**src/rtl/coh_dir_ctrl.sv**
```systemverilog
module coh_dir_ctrl #(
  parameter int NCACHE = 4,
  parameter int NLINES = 16,
  parameter int DW = 32,
  localparam int CW = (NCACHE > 1) ? $clog2(NCACHE) : 1,
  localparam int LW = (NLINES > 1) ? $clog2(NLINES) : 1,
  localparam int AW = $clog2(NCACHE + 1)
) (
  input  logic          clk,
  input  logic          rst_n,
  input  logic          req_valid,
  output logic          req_ready,
  input  logic [CW-1:0] req_src,
  input  logic [LW-1:0] req_line,
  input  logic          req_wr,
  output logic          rsp_valid,
  input  logic          rsp_ready,
  output logic [CW-1:0] rsp_dst,
  output logic [1:0]    rsp_kind,
  output logic [LW-1:0] rsp_line,
  output logic [DW-1:0] rsp_data,
  output logic          prb_valid,
  input  logic          prb_ready,
  output logic [CW-1:0] prb_dst,
  output logic          prb_kind,
  output logic [LW-1:0] prb_line,
  input  logic          cin_valid,
  input  logic [CW-1:0] cin_src,
  input  logic          cin_wb,
  input  logic [LW-1:0] cin_line,
  input  logic [DW-1:0] cin_data
);

  typedef enum logic [2:0] {S_IDLE, S_INV, S_ACK, S_RCL, S_WB, S_RPL} st_t;
  localparam logic [1:0] K_SHR = 2'd0, K_EXC = 2'd1, K_RTY = 2'd2;

  st_t                          st_q;
  logic [CW-1:0]                src_q, own_q;
  logic [LW-1:0]                line_q;
  logic                         wr_q;
  logic [NCACHE-1:0]            snd_q, wait_q;
  logic [AW-1:0]                cnt_q;
  logic [NLINES-1:0]            lock_q, dirty_q;
  logic [NLINES-1:0][NCACHE-1:0] pres_q;
  logic [NLINES-1:0][DW-1:0]    mem_q;

  function automatic logic [CW-1:0] low_idx(input logic [NCACHE-1:0] v);
    low_idx = '0;
    for (int i = NCACHE - 1; i >= 0; i--)
      if (v[i]) low_idx = CW'(i);
  endfunction

  function automatic logic [AW-1:0] pop(input logic [NCACHE-1:0] v);
    pop = '0;
    for (int i = 0; i < NCACHE; i++)
      pop = pop + AW'(v[i]);
  endfunction

  logic              idle, req_fire, prb_fire;
  logic              req_dirty, own_self, ack_hit, wb_rcl, wb_evict;
  logic [NCACHE-1:0] req_bit, req_ent, req_oth, cin_bit, prb_bit, src_bit, own_bit;

  assign idle      = (st_q == S_IDLE);
  assign req_bit   = NCACHE'(1) << req_src;
  assign req_ent   = pres_q[req_line];
  assign req_dirty = dirty_q[req_line];
  assign own_self  = req_dirty && |(req_ent & req_bit);
  assign req_oth   = req_ent & ~req_bit;
  assign req_ready = idle ? (!rsp_valid && !(cin_valid && cin_wb))
                          : (st_q != S_RPL && lock_q[req_line] && !rsp_valid);
  assign req_fire  = req_valid && req_ready;

  assign prb_valid = (st_q == S_INV) || (st_q == S_RCL);
  assign prb_kind  = (st_q == S_RCL);
  assign prb_dst   = (st_q == S_RCL) ? own_q : low_idx(snd_q);
  assign prb_line  = line_q;
  assign prb_fire  = prb_valid && prb_ready;
  assign prb_bit   = NCACHE'(1) << prb_dst;

  assign cin_bit   = NCACHE'(1) << cin_src;
  assign src_bit   = NCACHE'(1) << src_q;
  assign own_bit   = NCACHE'(1) << own_q;
  assign ack_hit   = cin_valid && !cin_wb && (st_q == S_INV || st_q == S_ACK)
                     && cin_line == line_q && |(wait_q & cin_bit);
  assign wb_rcl    = cin_valid && cin_wb && (st_q == S_RCL || st_q == S_WB)
                     && cin_src == own_q && cin_line == line_q;
  assign wb_evict  = cin_valid && cin_wb && !wb_rcl && dirty_q[cin_line]
                     && |(pres_q[cin_line] & cin_bit);

  always_ff @(posedge clk or negedge rst_n) begin
    if (!rst_n) begin
      st_q      <= S_IDLE;
      src_q     <= '0;
      own_q     <= '0;
      line_q    <= '0;
      wr_q      <= 1'b0;
      snd_q     <= '0;
      wait_q    <= '0;
      cnt_q     <= '0;
      lock_q    <= '0;
      dirty_q   <= '0;
      pres_q    <= '0;
      for (int i = 0; i < NLINES; i++) mem_q[i] <= DW'(i);
      rsp_valid <= 1'b0;
      rsp_dst   <= '0;
      rsp_kind  <= K_SHR;
      rsp_line  <= '0;
      rsp_data  <= '0;
    end else begin
      if (rsp_valid && rsp_ready) rsp_valid <= 1'b0;

      if (ack_hit) begin
        wait_q <= wait_q & ~cin_bit;
        cnt_q  <= cnt_q - 1'b1;
      end

      if (wb_evict) begin
        dirty_q[cin_line] <= 1'b0;
        pres_q[cin_line]  <= pres_q[cin_line] & ~cin_bit;
        mem_q[cin_line]   <= cin_data;
      end

      if (wb_rcl) begin
        mem_q[line_q] <= cin_data;
        st_q          <= S_RPL;
      end

      if (!idle && req_fire) begin
        rsp_valid <= 1'b1;
        rsp_dst   <= req_src;
        rsp_kind  <= K_RTY;
        rsp_line  <= req_line;
        rsp_data  <= '0;
      end

      case (st_q)
        S_IDLE: if (req_fire) begin
          src_q  <= req_src;
          line_q <= req_line;
          wr_q   <= req_wr;
          if (req_dirty && !own_self) begin
            own_q            <= low_idx(req_ent);
            lock_q[req_line] <= 1'b1;
            st_q             <= S_RCL;
          end else if (req_wr && !req_dirty && |req_oth) begin
            snd_q            <= req_oth;
            wait_q           <= req_oth;
            cnt_q            <= pop(req_oth);
            lock_q[req_line] <= 1'b1;
            st_q             <= S_INV;
          end else begin
            rsp_valid <= 1'b1;
            rsp_dst   <= req_src;
            rsp_line  <= req_line;
            rsp_data  <= mem_q[req_line];
            rsp_kind  <= (req_wr || own_self) ? K_EXC : K_SHR;
            if (!own_self) begin
              if (req_wr) begin
                pres_q[req_line]  <= req_bit;
                dirty_q[req_line] <= 1'b1;
              end else begin
                pres_q[req_line]  <= req_ent | req_bit;
              end
            end
          end
        end
        S_INV: if (prb_fire) begin
          snd_q <= snd_q & ~prb_bit;
          if ((snd_q & ~prb_bit) == '0) st_q <= S_ACK;
        end
        S_ACK: if (cnt_q == '0) st_q <= S_RPL;
        S_RCL: if (prb_fire && !wb_rcl) st_q <= S_WB;
        S_WB: ;
        S_RPL: if (!rsp_valid) begin
          rsp_valid <= 1'b1;
          rsp_dst   <= src_q;
          rsp_line  <= line_q;
          rsp_data  <= mem_q[line_q];
          rsp_kind  <= wr_q ? K_EXC : K_SHR;
          if (wr_q) begin
            pres_q[line_q]  <= src_bit;
            dirty_q[line_q] <= 1'b1;
          end else begin
            pres_q[line_q]  <= own_bit | src_bit;
            dirty_q[line_q] <= 1'b0;
          end
          lock_q[line_q] <= 1'b0;
          st_q           <= S_IDLE;
        end
        default: st_q <= S_IDLE;
      endcase
    end
  end


  lock_single_chk: assert property (@(posedge clk) disable iff (!rst_n)
    $onehot0(lock_q) && (idle == (lock_q == '0)));


  retry_on_busy_chk: assert property (@(posedge clk) disable iff (!rst_n)
    (req_fire && !idle) |=> (rsp_valid && rsp_kind == K_RTY && rsp_dst == $past(req_src)));


  inv_target_chk: assert property (@(posedge clk) disable iff (!rst_n)
    (prb_valid && !prb_kind) |-> (pres_q[line_q][prb_dst] && prb_dst != src_q));


  ack_count_chk: assert property (@(posedge clk) disable iff (!rst_n)
    $countones(wait_q) == int'(cnt_q));


  grant_after_acks_chk: assert property (@(posedge clk) disable iff (!rst_n)
    ($rose(rsp_valid) && rsp_kind == K_EXC) |-> (wait_q == '0));


  rsp_hold_chk: assert property (@(posedge clk) disable iff (!rst_n)
    (rsp_valid && !rsp_ready) |=> (rsp_valid && $stable(rsp_dst) && $stable(rsp_kind)
                                   && $stable(rsp_line) && $stable(rsp_data)));


  prb_hold_chk: assert property (@(posedge clk) disable iff (!rst_n)
    (prb_valid && !prb_ready) |=> (prb_valid && $stable(prb_dst) && $stable(prb_kind)));

  for (genvar g = 0; g < NLINES; g++) begin : g_line

    dirty_owner_chk: assert property (@(posedge clk) disable iff (!rst_n)
      dirty_q[g] |-> ($countones(pres_q[g]) == 1));
  end

endmodule

```
**config.mk**
```make
export PLATFORM = sky130hd
export DESIGN_NAME = coh_dir_ctrl
export DESIGN_NICKNAME = d
export VERILOG_FILES = /design/src/rtl/coh_dir_ctrl.sv
export SDC_FILE = /design/constraint.sdc
export NUM_CORES = 2
export LEC_CHECK = 0
export BUFFER_PORTS_ARGS = -buffer_cell sky130_fd_sc_hd__buf_4
export CAP_MARGIN = 20
export CORE_AREA = 3 3 224 445
export DETAILED_ROUTE_END_ITERATION = 12
export DIE_AREA = 0 0 227 448
export HOLD_SLACK_MARGIN = 0.15
export PLACE_DENSITY = 0.61
export SLEW_MARGIN = 20
export SYNTH_ARGS = -nofsm -noshare
export SYNTH_HDL_FRONTEND = slang
export SYNTH_SLANG_ARGS = --single-unit
```
**constraint.sdc**
```tcl
create_clock -name clk -period 10 [get_ports clk]
set_clock_uncertainty 0.2 [all_clocks]
set_input_delay 1 -clock clk [delete_from_list [all_inputs] [get_ports clk]]
set_output_delay 1 -clock clk [all_outputs]
set_load 0.01 [all_outputs]
```
* Word-level counts from Yosys, hierarchy flattened *
Cells that the tools add are included.
W data, S select, Z words.

operators by class
  $add $sub $neg = 4
  magnitude comparators = 6
  equal/unequal tests = 14
  shift-type cells = 5
  muxes and demuxes = 130
  bitwise operators = 20
  reduce and logical (&&, ||, !) cells = 50

operators with widths
  operator               count
  $bwmux W512            2
  $mux W512              2
  $mux W64               8
  $bwmux W64             5
  $mux W32               9
  $bmux W32 S4           2
  $demux W32 S4          2
  $mux W16               12
  $pmux W64 S2           1
  $mux W4                19
  $pmux W16 S2           2
  $pmux W32 S2           1
  $and A16 B16 Y16       3
  $demux W4 S4           3
  $or A16 B16 Y16        3
  $mux W3                14
  $mux W2                19
  $bmux W4 S4            2
  $not A16 Y16           2
  $and A4 B4 Y4          7
  $logic_and A1 B1 Y1    26
  $shl A1 B2 Y4 const A  5
  $pmux W3 S6            1
  $pmux W4 S2            2
  other kinds (32)       77

storage, ports and cells
  register bits = 672
  bits of input ports = 52
  output and inout port bits = 50
  logic and storage cells = 276

* Depth between registers and ports, before layout *
  depth after elaboration = 17
  depth in mapped cells = 18
  depth with buffers taken out = 13

* Least setup slack after synthesis *
OpenSTA, ideal clock, no wires.

  path type = input to register
  start point = input req_line[0]
  end point = register pres_q[53] in the netlist's numbering
  library setup time = 0.126 ns
  arrival = 4.137 ns
  data required time = 9.674 ns
  slack = 5.537 ns
  stages on the path = 14
  path buffers = 3
  cell sequence = buf_4 -> buf_6 -> mux4_2 -> mux4_2 -> nor2b_1 -> inv_1 -> ha_1 -> nand2_1 -> o21ai_1 -> o21ai_1 -> buf_6 -> nor3_4 -> mux2i_1 -> a221o_1

between the ends
  cells in the longest elaborated chain, start to end = 11
  elaborated cells on any way between the ends = 34
  classes of those cells = order compare (2); mux (17); bitwise (3); reduce/logical (12)

ends and longest elaborated chain
  item                                                                line      RTL
  start: declaration                                                  14        input logic [LW-1:0] req_line,
  $lt A4 B5 Y1 (implied by the code) or $ge A4 B1 Y1 (tied branches)  159, 162
  $logic_and A1 B1 Y1 (implied by the code)                           159, 162
  $mux W4 (implied by the code)                                       159, 162
  $demux W4 S4                                                        159, 162
  $bwmux W64 (on tied branches)                                       162, 159
  $mux W64                                                            158       if (req_wr) begin
  $mux W64                                                            157       if (!own_self) begin
  $mux W64                                                            145       end else if (req_wr && !req_dirty && |req_oth) begin
  $mux W64                                                            141       if (req_dirty && !own_self) begin
  $mux W64 (*)                                                        137       S_IDLE: if (req_fire) begin
  $pmux W64 S2 (*)                                                    136       case (st_q)
  end signal: indexed assignment                                      159       pres_q[req_line] <= req_bit;
  end signal: indexed assignment                                      162       pres_q[req_line] <= req_ent | req_bit;
  end signal: indexed assignment                                      181       pres_q[line_q] <= src_bit;
  end: declaration                                                    44        logic [NLINES-1:0][NCACHE-1:0] pres_q;

Mark *: on every way between the ends. The rest lies on a longest branch, timed or not. The select of a mux whose other input is x is not followed.
A chain may end at the register's enable or synchronous reset.

* Final worst setup path *
  start point = register st_q[2]
  end point = register mem_q[363] in the netlist's numbering

between the ends
  cells in the longest elaborated chain, start to end = 12
  elaborated cells on any way between the ends = 13
  classes of those cells = eq/ne (2); mux (3); reduce/logical (8)

ends and longest elaborated chain
  item                                          line  RTL
  start: declaration                            37    st_t st_q;
  start signal: assignment                      92    st_q <= S_IDLE;
  start signal: assignment                      125   st_q <= S_RPL;
  start signal: assignment                      144   st_q <= S_RCL;
  $eq A3 B2 Y1 or $eq A3 B3 Y1 (tied branches)  85    assign wb_rcl = cin_valid && cin_wb && (st_q == S_RCL || st_q == S_WB)
  $logic_or A1 B1 Y1 (*)                        85
  $logic_and A1 B1 Y1 (*)                       85
  $logic_and A1 B1 Y1 (*) (2 in a row)          86    && cin_src == own_q && cin_line == line_q;
  $logic_not A1 Y1                              87    assign wb_evict = cin_valid && cin_wb && !wb_rcl && dirty_q[cin_line]
  $logic_and A1 B1 Y1 (2 in a row)              87
  $logic_and A1 B1 Y1                           88    && |(pres_q[cin_line] & cin_bit);
  $mux W512                                     117   if (wb_evict) begin
  $bwmux W512                                   124   mem_q[line_q] <= cin_data;
  $mux W512 (*)                                 123   if (wb_rcl) begin
  end signal: indexed assignment                120   mem_q[cin_line] <= cin_data;
  end signal: indexed assignment                124
  end: declaration                              45    logic [NLINES-1:0][DW-1:0] mem_q;

Mark *: on every way between the ends. The rest lies on a longest branch, timed or not.

==> run_results.csv <==
group,metric,value,unit
status,outcome,"complete, no violations",
timing,hold_viol_final,0,
cells_and_area,design_area,42200,um2
detailed_routing,routedWlPerCell,32.8,um
grt,grt_pass1_vias,28000,
synthesis,synth_area_leaders,"dfrtp_1 (42%), mux4_2 (21%), mux2_2 (13%)",
clock_network,cts_setup_buffers,0,
timing,period_needed,5770,ps
setup_path,critPathSlowestCell,"nor2_1",
setup_path,path_cells,"and3b_1, o211ai_1, o21ai_0, nor2_1, nand3_4, nor3_2, o21bai_4, buf_4, mux2_2",
placed_design,dp_hpwl,82200,um
clock_network,cts_tree,"built",
worst_hold_path,hp-class,"reg -> reg",
synthesis,ys_async_sr_fraction,100,%
timing,relSlewSlack,21.0,%
placed_design,portBuffers,101,
floorplanning,core_area,96500,um2
setup_path,rrSetupSlack,4230,ps
synthesis,ys.flop_type,"dfrtp_1",
floorplanning,die_area,102000,um2
synthesis,synth_area_leader_cell,"dfrtp_1",
grt,grt_start_max_net_pins,164,
cells_and_area,layout_commonest_cell,"dfrtp_1",
synthesis,synth_cells,2708,
clock_network,clk_latency,660,ps
synthesis,ys.warnings.count,0,
floorplanning,io_pins,102,
synthesis,synth_area,38500,um2
setup_path,crit_required,10330,ps
synthesis,synth-seq-cells,672,
synthesis,ys_seq_area_share,43.8,%
timing,setup_slack,4230,ps
synthesis,synth.distinct_cells,95,
synthesis,synth_top_area_share,41.6,%
grt,grt-ovfl-total,0,
placed_design,place_area,40100,um2
floorplanning,fp-row-count,161,
cells_and_area,final_cell_mix,"dfrtp_1 (636), mux2_2 (428), mux4_2 (355)",
clock_network,clock-sinks,672,
setup_path,worstSetupStartpointType,"flop",
setup_path,arrival,6100,ps
cells_and_area,seq_area,16900,um2
setup_path,crit_family,"simple AND/OR/NAND/NOR gates",
clock_network,clockBufferDepth,3,
detailed_routing,drtPass1Iterations,5,
detailed_routing,drtIter0Drc,1922,
setup_path,end_kind,"flop",
timing,worst_pin_slew,1180,ps
detailed_routing,ant_nets,0,
timing,rsz0062_at_grt,"no",
detailed_routing,dr_total_vias,25600,
synthesis,syn-mean-instance-area,14.2,um2
setup_path,crit_type,"reg -> reg",
synthesis,synth_fp_nets,2766,
floorplanning,die_w,227,um
cells_and_area,multi_input_comb_area,20400,um2
floorplanning,die_y,448,um
timing,fin_crit_sh,57.7,%
grt,grt_usage,26.1,%
detailed_routing,viasPerCell,6.46,
pwr,vdd_drop_max,0.217,mV
grt,grt_first_pass_wirelength,193000,um
clock_network,cts-root-buf,"clkbuf_16",
grt,antenna_found_initial,10,
pwr,p_leak,18.7,nW
clock_network,cts_max_level,2,
cells_and_area,final_nets,2744,
cells_and_area,area.growth.synth_to_final,9.77,%
setup_path,crit_buf_inv,1,
flow_run,cap_violations,0,
setup_path,cp_max_fo,32,
timing,fin_setup_tns,0,ps
cells_and_area,layout-drive-gt1-share,45.0,%
setup_path,crit_path_max_incr_delay,900,ps
timing,max_freq,173,MHz
floorplanning,start_util,39.9,%
clock_network,path_clk_slew,70,ps
detailed_routing,routed_wl,130000,um
synthesis,synth_edf_count,0,
timing,slew_viol_final,0,
pwr,p_per_area,231,nW/um2
clock_network,numCtsBuffers,58,
detailed_routing,drc,0,
placed_design,gp_congestion,1.02,
placed_design,place_ws,3910,ps
cells_and_area,nFillCells,8533,
timing,setup_viol,0,
[synth_stat cells, drive strengths merged, types with 6 or more instances]
cell type and instances:
a21boi 6, a21o 7, a21oi 51, a221o 45, a22oi 36, a31oi 8
and2 15, and3 7, buf 117, clkbuf 125, dfrtp 640, dfstp 32
inv 21, mux2 551, mux2i 71, mux4 358, nand2 114, nand2b 22
nand3 27, nand4 16, nor2 114, nor2b 41, nor3 33, nor4 6
o211ai 18, o21ai 85, o221ai 10, o22ai 14, o31ai 9, or2 11
or3 8, xnor2 10
[final timing paths]
path                                        startpoint                     end  depth (start not counted)
worst max register to register       st_q[2]$_DFF_PN0_    mem_q[363]$_DFF_PN0_                          9
worst min-delay path            lock_q[14]$_DFFE_PN0P_  lock_q[14]$_DFFE_PN0P_                          1
worst min register to register  lock_q[14]$_DFFE_PN0P_  lock_q[14]$_DFFE_PN0P_                          1
max in group asynchronous                        rst_n    mem_q[380]$_DFF_PN0_                          4
min in group asynchronous                        rst_n    mem_q[424]$_DFF_PN0_                          2
worst max-delay path                 st_q[2]$_DFF_PN0_    mem_q[363]$_DFF_PN0_                          9
[final cells by class]
class                      instances  share of cell area [%]
multi-input combinational       1773                    48.3
clock inverter                    30                   0.898
antenna                            5                  0.0296
clock buffer                      80                    3.99
timing repair buffer             160                    3.05
sequential                       672                    40.0
tap                             1222                    3.62
inverter                          21                   0.187
[kinds of logic (layout without fill, tap and decap cells)]
| logic type | count (synthesis) | after routing | synth area share (%) |
|---|---|---|---|
| flip-flops | 672 | 672 | 43.8 |
| XOR/XNOR | 10 | 10 | 0.228 |
| buffers and inverters | 263 | 291 | 3.58 |
| AND/OR/NAND/NOR | 436 | 436 | 5.84 |
| adder cells (fa/ha/maj) | 6 | 6 | 0.215 |
| AO/OA/AOI/OAI | 341 | 341 | 6.43 |
| multiplexers | 980 | 980 | 39.9 |
| other | 0 | 5 | 0 |
[per-stage QoR]
step,total power [mW],util [%],cells,hold WS (ps)
2_1_floorplan,5.89,-,2708,257
3_3_place_gp,7.13,41.5,3845,273
3_5_place_dp,7.23,41.5,3845,286
4_1_cts,9.73,43.7,3956,304
5_1_grt,10.1,43.7,3959,329
6_report,9.74,43.8,3963,305
[state kept, by name (all words and copies together) (netlist names)]
name,count
mem_q,512
pres_q,64
rsp_data,32
dirty_q,16
lock_q,16
prb_line,4
rsp_line,4
snd_q,4
wait_q,4
cnt_q,3
st_q,3
own_q,2
rsp_dst,2
rsp_kind,2
src_q,2
rsp_valid,1
wr_q,1
[metal layers]
layer	routed length, um	global-route usage, %	up-vias	part of all wire (%)
met4	11800	19.6	6	9.0
met5	38	0	-	0.029
li1	-	-	10500	-
met1	45300	29.0	13600	35
met2	65700	44.2	1084	50
met3	7380	4.82	467	5.7
[power by group]
| part | internal [mW] | switching (mW) | total, mW | leakage [nW] |
|---|---|---|---|---|
| combinational | 1.56 | 1.79 | 3.36 | 8.71 |
| clock | 1.37 | 1.12 | 2.49 | 1.00 |
| sequential | 3.25 | 0.645 | 3.90 | 8.96 |
[what timing repair did]
item	in CTS	in global routing
endpoints found under the hold margin	3	0
endpoints found under the setup margin	0	0
hold buffers	1	0
gates resized for setup	0	0
Note: power is estimated with default switching activity, not from simulation.
